## src/rtl/wdk_pkg.sv

```systemverilog
package wdk_pkg;

   typedef enum logic [2:0] {
      CMD_NONE  = 3'd0,
      CMD_KICK  = 3'd1,
      CMD_ARM1  = 3'd2,
      CMD_ARM2  = 3'd3,
      CMD_LOCK  = 3'd4,
      CMD_SEL   = 3'd5,
      CMD_OTHER = 3'd6
   } wdk_cmd_e;

   // exponent of two for selector value sel (timeout = 4^(base_pow+sel))
   function automatic int unsigned term_exp(int unsigned base_pow, int unsigned sel);
      return 2 * (base_pow + sel);
   endfunction

   // counter width able to hold the largest terminal value, plus one spare bit
   function automatic int unsigned cnt_bits(int unsigned base_pow, int unsigned sel_w);
      return 2 * (base_pow + (1 << sel_w) - 1) + 1;
   endfunction

endpackage

```

## src/rtl/wdk_keydec.sv

```systemverilog
module wdk_keydec
   import wdk_pkg::*;
#(
   parameter int unsigned       DATA_W   = 8,
   parameter logic [DATA_W-1:0] KICK_KEY = 8'hA5,
   parameter logic [DATA_W-1:0] ARM1_KEY = 8'hDE,
   parameter logic [DATA_W-1:0] ARM2_KEY = 8'hAD,
   parameter logic [DATA_W-1:0] LOCK_KEY = 8'hFF
) (
   input  logic              wr_en_i,
   input  logic [DATA_W-1:0] wr_data_i,
   output wdk_cmd_e          cmd_o
);

   localparam int unsigned TOP = DATA_W - 1;

   // every key must sit in the upper half so it never looks like a selector update
   if (!KICK_KEY[TOP] || !ARM1_KEY[TOP] || !ARM2_KEY[TOP] || !LOCK_KEY[TOP]) begin : g_bad_key
      $error("wdk_keydec: key values must have the top data bit set");
   end
   if (KICK_KEY == ARM1_KEY || KICK_KEY == ARM2_KEY || KICK_KEY == LOCK_KEY ||
       ARM1_KEY == ARM2_KEY || ARM1_KEY == LOCK_KEY || ARM2_KEY == LOCK_KEY) begin : g_dup_key
      $error("wdk_keydec: key values must be distinct");
   end

   always_comb begin
      cmd_o = CMD_NONE;
      if (wr_en_i) begin
         if (!wr_data_i[TOP]) begin
            cmd_o = CMD_SEL;
         end else if (wr_data_i == KICK_KEY) begin
            cmd_o = CMD_KICK;
         end else if (wr_data_i == ARM1_KEY) begin
            cmd_o = CMD_ARM1;
         end else if (wr_data_i == ARM2_KEY) begin
            cmd_o = CMD_ARM2;
         end else if (wr_data_i == LOCK_KEY) begin
            cmd_o = CMD_LOCK;
         end else begin
            cmd_o = CMD_OTHER;
         end
      end
   end

endmodule

```

## src/rtl/wdk_arm.sv

```systemverilog
module wdk_arm
   import wdk_pkg::*;
#(
   parameter int unsigned WIN = 4
) (
   input  logic     clk_i,
   input  logic     rst_ni,
   input  logic     fire_i,
   input  wdk_cmd_e cmd_i,
   output logic     en_o
);

   localparam int unsigned AGE_W = $clog2(WIN + 1);
   localparam logic [AGE_W-1:0] AGE_MAX = AGE_W'(WIN);
   localparam logic [AGE_W-1:0] AGE_ONE = AGE_W'(1);

   if (WIN < 1) begin : g_bad_win
      $error("wdk_arm: WIN must be at least 1");
   end

   logic             en_q,   en_d;
   logic             lock_q, lock_d;
   logic             pend_q, pend_d;
   logic [AGE_W-1:0] age_q,  age_d;

   always_comb begin
      en_d   = en_q;
      lock_d = lock_q;
      pend_d = pend_q;
      age_d  = age_q;
      if (fire_i) begin
         // timeout: back to power-on state, writes in this cycle are dropped
         en_d   = 1'b1;
         lock_d = 1'b0;
         pend_d = 1'b0;
         age_d  = '0;
      end else begin
         unique case (cmd_i)
            CMD_NONE: begin
               if (pend_q) begin
                  if (age_q == AGE_MAX) begin
                     pend_d = 1'b0;
                     age_d  = '0;
                  end else begin
                     age_d = age_q + AGE_ONE;
                  end
               end
            end
            CMD_KICK: begin
               en_d   = 1'b1;
               pend_d = 1'b0;
            end
            CMD_ARM1: begin
               pend_d = !lock_q;
               age_d  = AGE_ONE;
            end
            CMD_ARM2: begin
               if (pend_q && !lock_q) begin
                  en_d = 1'b0;
               end
               pend_d = 1'b0;
            end
            CMD_LOCK: begin
               lock_d = 1'b1;
               pend_d = 1'b0;
            end
            default: begin
               pend_d = 1'b0;
            end
         endcase
      end
   end

   always_ff @(posedge clk_i or negedge rst_ni) begin
      if (!rst_ni) begin
         en_q   <= 1'b1;
         lock_q <= 1'b0;
         pend_q <= 1'b0;
         age_q  <= '0;
      end else begin
         en_q   <= en_d;
         lock_q <= lock_d;
         pend_q <= pend_d;
         age_q  <= age_d;
      end
   end

   assign en_o = en_q;

   // a pending first key never outlives its window
   p_window_bound_r5: assert property (@(posedge clk_i) disable iff (!rst_ni)
      pend_q |-> (age_q >= AGE_ONE) && (age_q <= AGE_MAX));

   // while locked, nothing can switch the watchdog off
   p_lock_holds_en_r7: assert property (@(posedge clk_i) disable iff (!rst_ni)
      (lock_q && en_q) |=> en_q);

   // disabling happens only on a second key that meets a live first key
   p_off_needs_pair_r4: assert property (@(posedge clk_i) disable iff (!rst_ni)
      (en_q && cmd_i != CMD_ARM2) |=> en_q);

   // after a timeout the lock is gone and the watchdog is running
   p_fire_clears_r10: assert property (@(posedge clk_i) disable iff (!rst_ni)
      fire_i |=> (en_q && !lock_q && !pend_q));

endmodule

```

## src/rtl/wdk_tick.sv

```systemverilog
module wdk_tick
   import wdk_pkg::*;
#(
   parameter int unsigned SEL_W    = 3,
   parameter int unsigned BASE_POW = 3,
   parameter int unsigned CNT_W    = cnt_bits(BASE_POW, SEL_W),
   parameter bit          CMP_GE   = 1'b1
) (
   input  logic             clk_i,
   input  logic             rst_ni,
   input  logic             en_i,
   input  logic             clear_i,
   input  logic [SEL_W-1:0] sel_i,
   output logic             fire_o,
   output logic             req_o
);

   localparam int unsigned NSEL = 1 << SEL_W;
   localparam logic [CNT_W-1:0] CNT_ONE = CNT_W'(1);

   logic [CNT_W-1:0] term_tab [NSEL];
   logic [CNT_W-1:0] cnt_q, cnt_d;
   logic [CNT_W-1:0] term;
   logic             hit;
   logic             req_q;

   // terminal count per selector value: 4^(BASE_POW+g) - 1
   for (genvar g = 0; g < NSEL; g++) begin : g_term
      localparam int unsigned EXP = term_exp(BASE_POW, g);
      if (EXP >= CNT_W) begin : g_too_narrow
         $error("wdk_tick: CNT_W too small for the selected timeout range");
      end
      assign term_tab[g] = (CNT_ONE << EXP) - CNT_ONE;
   end

   assign term = term_tab[sel_i];

   // threshold compare survives a selector lowered below the count;
   // equality is cheaper but would then wrap around once
   if (CMP_GE) begin : g_cmp_ge
      assign hit = (cnt_q >= term);
   end else begin : g_cmp_eq
      assign hit = (cnt_q == term);
   end

   assign fire_o = en_i & hit;

   always_comb begin
      if (fire_o || clear_i || !en_i) begin
         cnt_d = '0;
      end else begin
         cnt_d = cnt_q + CNT_ONE;
      end
   end

   always_ff @(posedge clk_i or negedge rst_ni) begin
      if (!rst_ni) begin
         cnt_q <= '0;
         req_q <= 1'b0;
      end else begin
         cnt_q <= cnt_d;
         req_q <= fire_o;
      end
   end

   assign req_o = req_q;

   // the request is a single-cycle pulse
   p_single_pulse_r10: assert property (@(posedge clk_i) disable iff (!rst_ni)
      req_q |=> !req_q);

   // a disabled watchdog leaves the count at zero
   p_off_holds_zero_r11: assert property (@(posedge clk_i) disable iff (!rst_ni)
      !en_i |=> (cnt_q == '0));

   // a request only follows a cycle in which the watchdog was enabled
   p_req_needs_en_r3: assert property (@(posedge clk_i) disable iff (!rst_ni)
      req_q |-> $past(en_i));

   // a restart write leaves the count at zero unless the timeout fired
   p_kick_restarts_r2: assert property (@(posedge clk_i) disable iff (!rst_ni)
      clear_i |=> (cnt_q == '0));

endmodule

```

## src/rtl/keyed_wdog.sv

```systemverilog
module keyed_wdog
   import wdk_pkg::*;
#(
   parameter int unsigned       DATA_W   = 8,
   parameter int unsigned       SEL_W    = 3,
   parameter int unsigned       BASE_POW = 3,
   parameter int unsigned       CNT_W    = cnt_bits(BASE_POW, SEL_W),
   parameter int unsigned       WIN      = 4,
   parameter bit                CMP_GE   = 1'b1,
   parameter logic [DATA_W-1:0] KICK_KEY = 8'hA5,
   parameter logic [DATA_W-1:0] ARM1_KEY = 8'hDE,
   parameter logic [DATA_W-1:0] ARM2_KEY = 8'hAD,
   parameter logic [DATA_W-1:0] LOCK_KEY = 8'hFF
) (
   input  logic              clk_i,
   input  logic              rst_ni,
   input  logic              wr_en_i,
   input  logic [DATA_W-1:0] wr_data_i,
   output logic [DATA_W-1:0] rd_data_o,
   output logic              rst_req_o
);

   localparam int unsigned PAD_W = DATA_W - SEL_W;

   if (DATA_W <= SEL_W) begin : g_bad_width
      $error("keyed_wdog: DATA_W must exceed SEL_W to leave room for the key flag");
   end
   if (CNT_W < cnt_bits(BASE_POW, SEL_W)) begin : g_bad_cnt
      $error("keyed_wdog: CNT_W cannot hold the largest timeout");
   end

   wdk_cmd_e         cmd;
   logic             en;
   logic             fire;
   logic [SEL_W-1:0] sel_q;

   wdk_keydec #(
      .DATA_W   (DATA_W),
      .KICK_KEY (KICK_KEY),
      .ARM1_KEY (ARM1_KEY),
      .ARM2_KEY (ARM2_KEY),
      .LOCK_KEY (LOCK_KEY)
   ) u_keydec (
      .wr_en_i   (wr_en_i),
      .wr_data_i (wr_data_i),
      .cmd_o     (cmd)
   );

   wdk_arm #(
      .WIN (WIN)
   ) u_arm (
      .clk_i  (clk_i),
      .rst_ni (rst_ni),
      .fire_i (fire),
      .cmd_i  (cmd),
      .en_o   (en)
   );

   wdk_tick #(
      .SEL_W    (SEL_W),
      .BASE_POW (BASE_POW),
      .CNT_W    (CNT_W),
      .CMP_GE   (CMP_GE)
   ) u_tick (
      .clk_i   (clk_i),
      .rst_ni  (rst_ni),
      .en_i    (en),
      .clear_i (cmd == CMD_KICK),
      .sel_i   (sel_q),
      .fire_o  (fire),
      .req_o   (rst_req_o)
   );

   // timeout selector: all ones is the longest interval
   always_ff @(posedge clk_i or negedge rst_ni) begin
      if (!rst_ni) begin
         sel_q <= '1;
      end else if (fire) begin
         sel_q <= '1;
      end else if (cmd == CMD_SEL) begin
         sel_q <= wr_data_i[SEL_W-1:0];
      end
   end

   assign rd_data_o = {{PAD_W{1'b0}}, sel_q};

   // key writes leave the selector alone
   p_keys_keep_sel_r9: assert property (@(posedge clk_i) disable iff (!rst_ni)
      (wr_en_i && wr_data_i[DATA_W-1] && !fire) |=> $stable(sel_q));

   // a selector write lands in the read port one cycle later
   p_sel_load_r8: assert property (@(posedge clk_i) disable iff (!rst_ni)
      (wr_en_i && !wr_data_i[DATA_W-1] && !fire) |=> (rd_data_o == DATA_W'($past(wr_data_i[SEL_W-1:0]))));

   // the request cycle already shows the power-on selector
   p_fire_restores_r10: assert property (@(posedge clk_i) disable iff (!rst_ni)
      rst_req_o |-> (sel_q == '1));

endmodule

```

## config.mk

```make
export PLATFORM = sky130hd
export DESIGN_NAME = keyed_wdog
export DESIGN_NICKNAME = d
export VERILOG_FILES = /design/src/rtl/wdk_pkg.sv /design/src/rtl/wdk_keydec.sv /design/src/rtl/wdk_arm.sv /design/src/rtl/wdk_tick.sv /design/src/rtl/keyed_wdog.sv
export SDC_FILE = /design/constraint.sdc
export NUM_CORES = 1
export LEC_CHECK = 0
export BUFFER_PORTS_ARGS = -buffer_cell sky130_fd_sc_hd__buf_2
export CAP_MARGIN = 30
export CELL_PAD_IN_SITES_DETAIL_PLACEMENT = 0
export CELL_PAD_IN_SITES_GLOBAL_PLACEMENT = 2
export CORE_ASPECT_RATIO = 1.1
export CORE_UTILIZATION = 33
export CTS_CLUSTER_SIZE = 20
export DETAILED_ROUTE_END_ITERATION = 8
export PLACE_DENSITY_LB_ADDON = 0.2
export RECOVER_POWER = 25
export SLEW_MARGIN = 5
export SYNTH_ARGS = -nofsm -noshare
export SYNTH_HDL_FRONTEND = slang
export SYNTH_HIERARCHICAL = 1
export SYNTH_SLANG_ARGS = --single-unit
```

## constraint.sdc

```tcl
create_clock -name clk_i -period 2.4 [get_ports clk_i]
set_clock_uncertainty 0.15 [all_clocks]
set_input_delay 0.36 -clock clk_i [delete_from_list [all_inputs] [get_ports clk_i]]
set_output_delay 0.36 -clock clk_i [all_outputs]
set_load 0.01 [all_outputs]
```

# Yosys cells after proc, flatten, opt, wreduce, memory -nomap -nowiden
# Memory sizes are Yosys's and may differ from the RTL's.
# Index checks and enable logic that the tools add are counted.
# W data, S select, Z words.
dict set report totals {
  romBits 168
  ff_bits 31
  out_inout_bits 9
  word_cells 62
  memories 1
}
# memory words width rd rd_ports_with_merged_regs wr line
set mem_list {}
lappend mem_list {{(name not given)} 8 21 1 0 0 wdk_tick.sv:36} ;# assign term = term_tab[sel_i];
dict set report classes {
  reduce_logical 12
  n_bitwise 2
  eq_ne 12
  mux 24
  n_addsub 2
  n_lt_le_gt_ge 2
}
# op count
set op_table {}
lappend op_table {{$mux W21} 3}
lappend op_table {{$eq A8 B8 Y1 const B} 4}
lappend op_table {{$mux W3} 10}
lappend op_table {{$add A21 B1 Y21 const B} 1}
lappend op_table {{$ge A21 B21 Y1} 1}
lappend op_table {{$eq A3 B3 Y1 const B} 3}
lappend op_table {{$mux W1} 7}
lappend op_table {{$eq A3 B2 Y1 const B} 2}
lappend op_table {{$ne A3 B1 Y1 const B} 2}
lappend op_table {{$pmux W3 S2} 1}
lappend op_table {{$reduce_bool A3 Y1} 2}
lappend op_table {{$ge A4 B4 Y1 const B} 1}
lappend op_table {{$not A3 Y4} 1}
lappend op_table {{$pmux W1 S2} 2}
lappend op_table {{$reduce_and A2 Y1} 2}
lappend op_table {{$reduce_bool A2 Y1} 2}
lappend op_table {{$add A3 B1 Y3 const B} 1}
lappend op_table {{$eq A3 B1 Y1 const B} 1}
lappend op_table {{$logic_not A3 Y1} 1}
lappend op_table {{$logic_not A1 Y1} 2}
lappend op_table {{$logic_or A1 B1 Y1} 2}
lappend op_table {{$mux W2} 1}
lappend op_table {{$and A1 B1 Y1} 1}
lappend op_table {{$logic_and A1 B1 Y1} 1}

# Depth between registers and ports, before layout
dict set report depth {
  depth_word 11
  depth_mapped 9
}

# Cells and area by module
# Netlist, hierarchy kept.
# mod area_per_inst_um2 cells_each n_inst
set modules_own_cells {}
lappend modules_own_cells {wdk_tick 1428.9 155 1}
lappend modules_own_cells {wdk_arm 347.8 35 1}
lappend modules_own_cells {keyed_wdog 193.9 21 1}
lappend modules_own_cells {wdk_keydec 80.1 11 1}

# Least setup slack after synthesis
# Ideal clock, no wire load.
dict set report synth_path {
  path_type {reg-to-reg}
  from {reg sel_q[2]}
  to {reg sel_q[0]}
  slack_ps -62
  path_stages_with_launch 10
  synth_period_minus_slack_ps 2462
  t_arrival_ps 2237
  setup_ps 75
  cell_sequence {dfstp_2 > o21ai_0 > ha_1 > nand4b_1 > nor2_1 > o311ai_0 > a31oi_2 > o21a_1 > nor2_1 > mux2i_1}
}
dict set report synth_between {
  elab_chain_cells 7
  elab_cells_between_ends 8
  classes_between {order compare (1); mux (3); bitwise (2); reduce/logical (1); memory (1)}
}
# element line
set synth_lines {}
lappend synth_lines {{start: declaration} keyed_wdog.sv:35} ;# logic [SEL_W-1:0] sel_q;
lappend synth_lines {{start signal: assignment} keyed_wdog.sv:81} ;# sel_q <= wr_data_i[SEL_W-1:0];
lappend synth_lines {{$not A3 Y4 (implied by the code) (*)} wdk_tick.sv:36}
lappend synth_lines {{$mem_v2 Z8 W21 (*)} --}
lappend synth_lines {{$mux W21 (implied by the code) (*) (2 in a row)} wdk_tick.sv:36}
lappend synth_lines {{$ge A21 B21 Y1 (*)} wdk_tick.sv:41} ;# assign hit = (cnt_q >= term);
lappend synth_lines {{$and A1 B1 Y1 (*)} wdk_tick.sv:46} ;# assign fire_o = en_i & hit;
lappend synth_lines {{via fire} keyed_wdog.sv:34} ;# logic fire;
lappend synth_lines {{$mux W3 or $reduce_bool A2 Y1 (tied branches)} --}
# Mark *: on every way through the listed nets, which the timed path passes. The rest lies on a longest branch. The select of a mux whose other input is x is not followed.
# A chain may end at the register's enable or synchronous reset.

# Final worst setup path
dict set report layout_path {
  from {reg sel_q[2]}
  to {reg u_arm.en_q (netlist: u_arm/en_o)}
}
dict set report layout_between {
  elab_chain_cells 8
  elab_cells_between_ends 10
  classes_between {order compare (1); eq/ne (1); mux (3); bitwise (2); reduce/logical (2); memory (1)}
}
# element line
set layout_lines {}
lappend layout_lines {{$not A3 Y4 (implied by the code) (*)} wdk_tick.sv:36}
lappend layout_lines {{$mem_v2 Z8 W21 (*)} --}
lappend layout_lines {{$mux W21 (implied by the code) (*) (2 in a row)} wdk_tick.sv:36}
lappend layout_lines {{$ge A21 B21 Y1 (*)} wdk_tick.sv:41}
lappend layout_lines {{$and A1 B1 Y1 (*)} wdk_tick.sv:46}
lappend layout_lines {{via fire} keyed_wdog.sv:34}
lappend layout_lines {{$ne A3 B1 Y1 (no source line) or $reduce_bool A3 Y1 (tied branches)} --}
lappend layout_lines {{$reduce_and A2 Y1 (no source line)} --}
lappend layout_lines {{end signal: assignment} wdk_arm.sv:81} ;# en_q <= en_d;
lappend layout_lines {{end: declaration} wdk_arm.sv:21} ;# logic en_q, en_d;
# Marked as above.

==> impl_metrics.csv <==
group,metric,value,unit
run_status,outcome,"finished with violations",
run_status,violations,"max-capacitance violations, max-slew violations, negative setup slack",
clocking,clk_pin_slew,0.07,ns
flow_run,drv_cap,1,
global_route,grt_usage,16.03,%
global_route,grtUsageMet3,3.261,%
place,place.detailed.hpwl,3257,µm
sta,slew_violations,32,
drt,via_per_inst,5.241,
power,total_power,1.506,mW
worst_setup_path,arrival,2.47,ns
worst_setup_path,rr_endpoint,"u_arm/en_o",
synth,synthSimpleGateAreaFrac,27.39,%
hold_path,min_path_cells,3,
place,io_buffers,14,
finish,syn_to_final_growth,36.06,%
floorplanning,die_y,84.68,µm
synth,synth_seq_cells,31,
drt,wire_per_inst,15.09,µm
synth,seq_area_frac_synth,38.07,%
worst_setup_path,rr_startpoint,"sel_q[2]",
clocking,cts.htree.levels,2,
synth,yosysTopAreaCellShare,32.95,%
power,intPower,1.017,mW
power,pwr-share-comb,28.3,%
synth,synth-compound-area-share,11.41,%
clocking,cts_sinks,31,
drt,ant_nets,0,
worst_setup_path,crit_type,"register to register",
sta,hold_viol,0,
power,clockPowerShare,28.4,%
hold_path,min_to,"sel_q[1]",
finish,nNetsFinal,285,
worst_setup_path,r2r_cells,8,
power,p_per_area,539.7,nW/µm²
global_route,grt_pass1_vias,1669,
power,irDropWorstVdd,0.0002103,V
floorplanning,die_area,6534,µm²
global_route,busiest_layer,"met2",
power,leakage,1.152,nW
finish,diodes,0,
sta,setup_ws,-0.001686,ns
hold_path,hold_path_class,"input pin to register",
clocking,cts_tree,"yes",
drt,dr.pass1.iters,4,
drt,drt_iter0_drc,89,
sta,fmax,416.4,MHz
sta,final.min_clock_period,2.402,ns
drt,route.vias.total,1782,
floorplanning,initial_utilization,34.89,%
drt,drcViolationCount,0,
synth,synth_mux_area_share,1.952,%
clocking,clock_path_buffers,2,
power,switching_power,0.4890,mW
sta,tightest_slew,1.730,ns
place,dp_slack,-0.1483,ns
synth,yosys.area.top_type,"dfrtp_1",
worst_setup_path,crit_path_end_kind,"register",
synth,synth_top_family_by_area,"simple AND/OR/NAND/NOR gates",
sta,slew_headroom,-15.32,%
sta,period_share,100.1,%
floorplanning,io_pins,20,
synth,synth_area_leaders,"dfrtp_1 33%, ha_1 6.7%, nor3_1 5.6%, dfstp_2 5.1%, xnor2_1 4.7%",
worst_setup_path,r2r_slack,-0.002,ns
synth,synth_warnings,6,
finish,drive_gt1_share,36.50,%
hold_path,min_from,"wr_data_i[1]",
global_route,gr-usage-met2,26.47,%
clocking,insertion_delay,0.29,ns
synth,synth_cells,222,
worst_setup_path,path_max_fanout,7,
floorplanning,fp-row-count,29,
global_route,grt_max_degree,32,
sta,setup_viol,1,
worst_setup_path,cp.required,2.47,ns
floorplanning,die_w,77.16,µm
worst_setup_path,start_kind,"register",
clocking,cts_buffers,5,
synth,synth_xor_area_share,8.115,%
sta,rsz0062_at_grt,"yes",
global_route,grtUsageMet1,20.91,%
clocking,postCtsHoldBufs,0,
drt,wl,5129,µm
global_route,antenna_found_initial,0,
global_route,grt_pass1_wl,8190,µm
floorplanning,core_area,5878,µm²
power,seq_power_share,43.3,%
clocking,cts-root-buf,"clkbuf_8",
synth,syn_avg_cell_area,9.237,µm²
finish,post-route-util,47.47,%
global_route,grt_overflow,0,
synth,synth_cell_type_count,51,
synth,synth_fa_ha_area_share,6.711,%
place,gp_congestion,0.7289,
power,p_sw_share,32.48,%
synth,netlist_area,2051,µm²
## cell type report
class / count / area (µm²)
well taps: 77 / 96.34
multi-input cells: 175 / 1426
clock inverters: 1 / 5.005
flip-flops and latches: 31 / 780.7
repair buffers: 43 / 372.9
fillers: 581 / 3088
clock buffers: 6 / 82.58
inverters: 7 / 26.28
## cells by family (layout without fill, tap and decap cells)
kind of cell | after synthesis | count (layout)
simple gates | 103 | 103
fa+ha+maj | 11 | 11
buf+inv | 21 | 57
other cells | 1 | 5
compound gates | 32 | 33
flops | 31 | 31
mux | 4 | 4
xor+xnor | 19 | 19
## worst max-delay path, cell delays in order (launching register included)
cell and delay [ns]:
dfstp_2 0.60, o21ai_2 0.09, ha_1 0.34, a21oi_2 0.13, a21oi_1 0.08, nor4_2 0.26
nand2_1 0.16, o21a_4 0.26, a221o_1 0.26
## stage by stage
| step | instances | instance area [µm²] | hold WS (ns) | setup TNS, ns |
|---|---|---|---|---|
| after detailed placement | 323 | 2283 | 0.3262 | -2.683 |
| after global placement | 323 | 2283 | 0.3198 | -1.781 |
| after floorplan | 226 | 2067 | -0.08559 | 0 |
| after global routing | 340 | 2790 | 0.1999 | -1.394 |
| after CTS | 335 | 2505 | 0.01639 | -0.08446 |
| final | 340 | 2790 | 0.1945 | -0.001686 |
## flip-flops by register name (all words and copies together), names as in the netlist
name and count:
sel_q 3, u_tick/cnt_q 21, u_arm/lock_q 1, u_arm/pend_q 1, u_tick/req_o 1, u_arm/age_q 3, u_arm/en_o 1
## power groups by stage
| stage | Sequential (mW) | Combinational, mW | Clock (mW) |
|---|---|---|---|
| 4_1_cts | 0.646 | 0.381 | 0.445 |
| 6_report | 0.652 | 0.426 | 0.428 |
| 3_3_place_gp | 0.649 | 0.341 | 0 |
| 2_1_floorplan | 0.652 | 0.194 | 0 |
| 5_1_grt | 0.659 | 0.472 | 0.465 |
| 3_5_place_dp | 0.651 | 0.345 | 0 |
## routing by layer
| layer | routed length [µm] | vias to the layer above |
|---|---|---|
| met3 | 180 | 6 |
| met2 | 2496 | 39 |
| li1 | - | 878 |
| met1 | 2386 | 859 |
| met5 | 0 | - |
| met4 | 65 | 0 |
## worst max-delay path by stage
stage	endpoint	from	depth (start not counted)
floorplan	u_arm/en_o	sel_q[2]	8
global placement	u_arm/en_o	sel_q[0]	8
detailed placement	u_arm/en_o	sel_q[2]	8
CTS	u_arm/en_o	sel_q[2]	9
global route	u_arm/en_o	sel_q[1]	8
finish	u_arm/en_o	sel_q[2]	8
## cell usage after synthesis (all sizes together)
library cell	number
a211o	1
a211oi	1
a21boi	3
a21o	1
a21oi	7
a221o	1
a31oi	1
a32oi	2
a41o	1
a41oi	1
and2	3
and3b	1
and4	4
buf	11
clkbuf	3
conb	1
dfrtp	27
dfstp	4
ha	11
inv	7
mux2i	4
nand2	7
nand3	13
nand3b	1
nand4	10
nand4b	3
nor2	25
nor2b	2
nor3	24
nor3b	2
nor4	2
o21a	1
o21ai	8
o22ai	1
o311a	2
o311ai	1
or2	3
or3	2
or3b	1
xnor2	11
xor2	8
## cells in the final DEF, fill, tap and decap left out, types with 6 or more instances in the layout
cell type	Yosys	layout
xnor2_1	11	11
nor2_1	25	24
ha_1	11	7
buf_4	6	19
nand4_1	10	10
clkbuf_8	0	6
nand3_1	13	12
xor2_1	8	8
nor3_2	1	13
dfrtp_1	27	27
buf_2	2	13
inv_1	7	7
nand2_1	7	6
nor3_4	0	6
## what timing repair did
action / CTS / global route
setup buffers: 3 / 2
gates cloned: 2 / 3
endpoints found under the setup margin: 31 / 31
pin swaps: 9 / 7
resized for setup: 18 / 39
(Power assumes the default switching activity.)
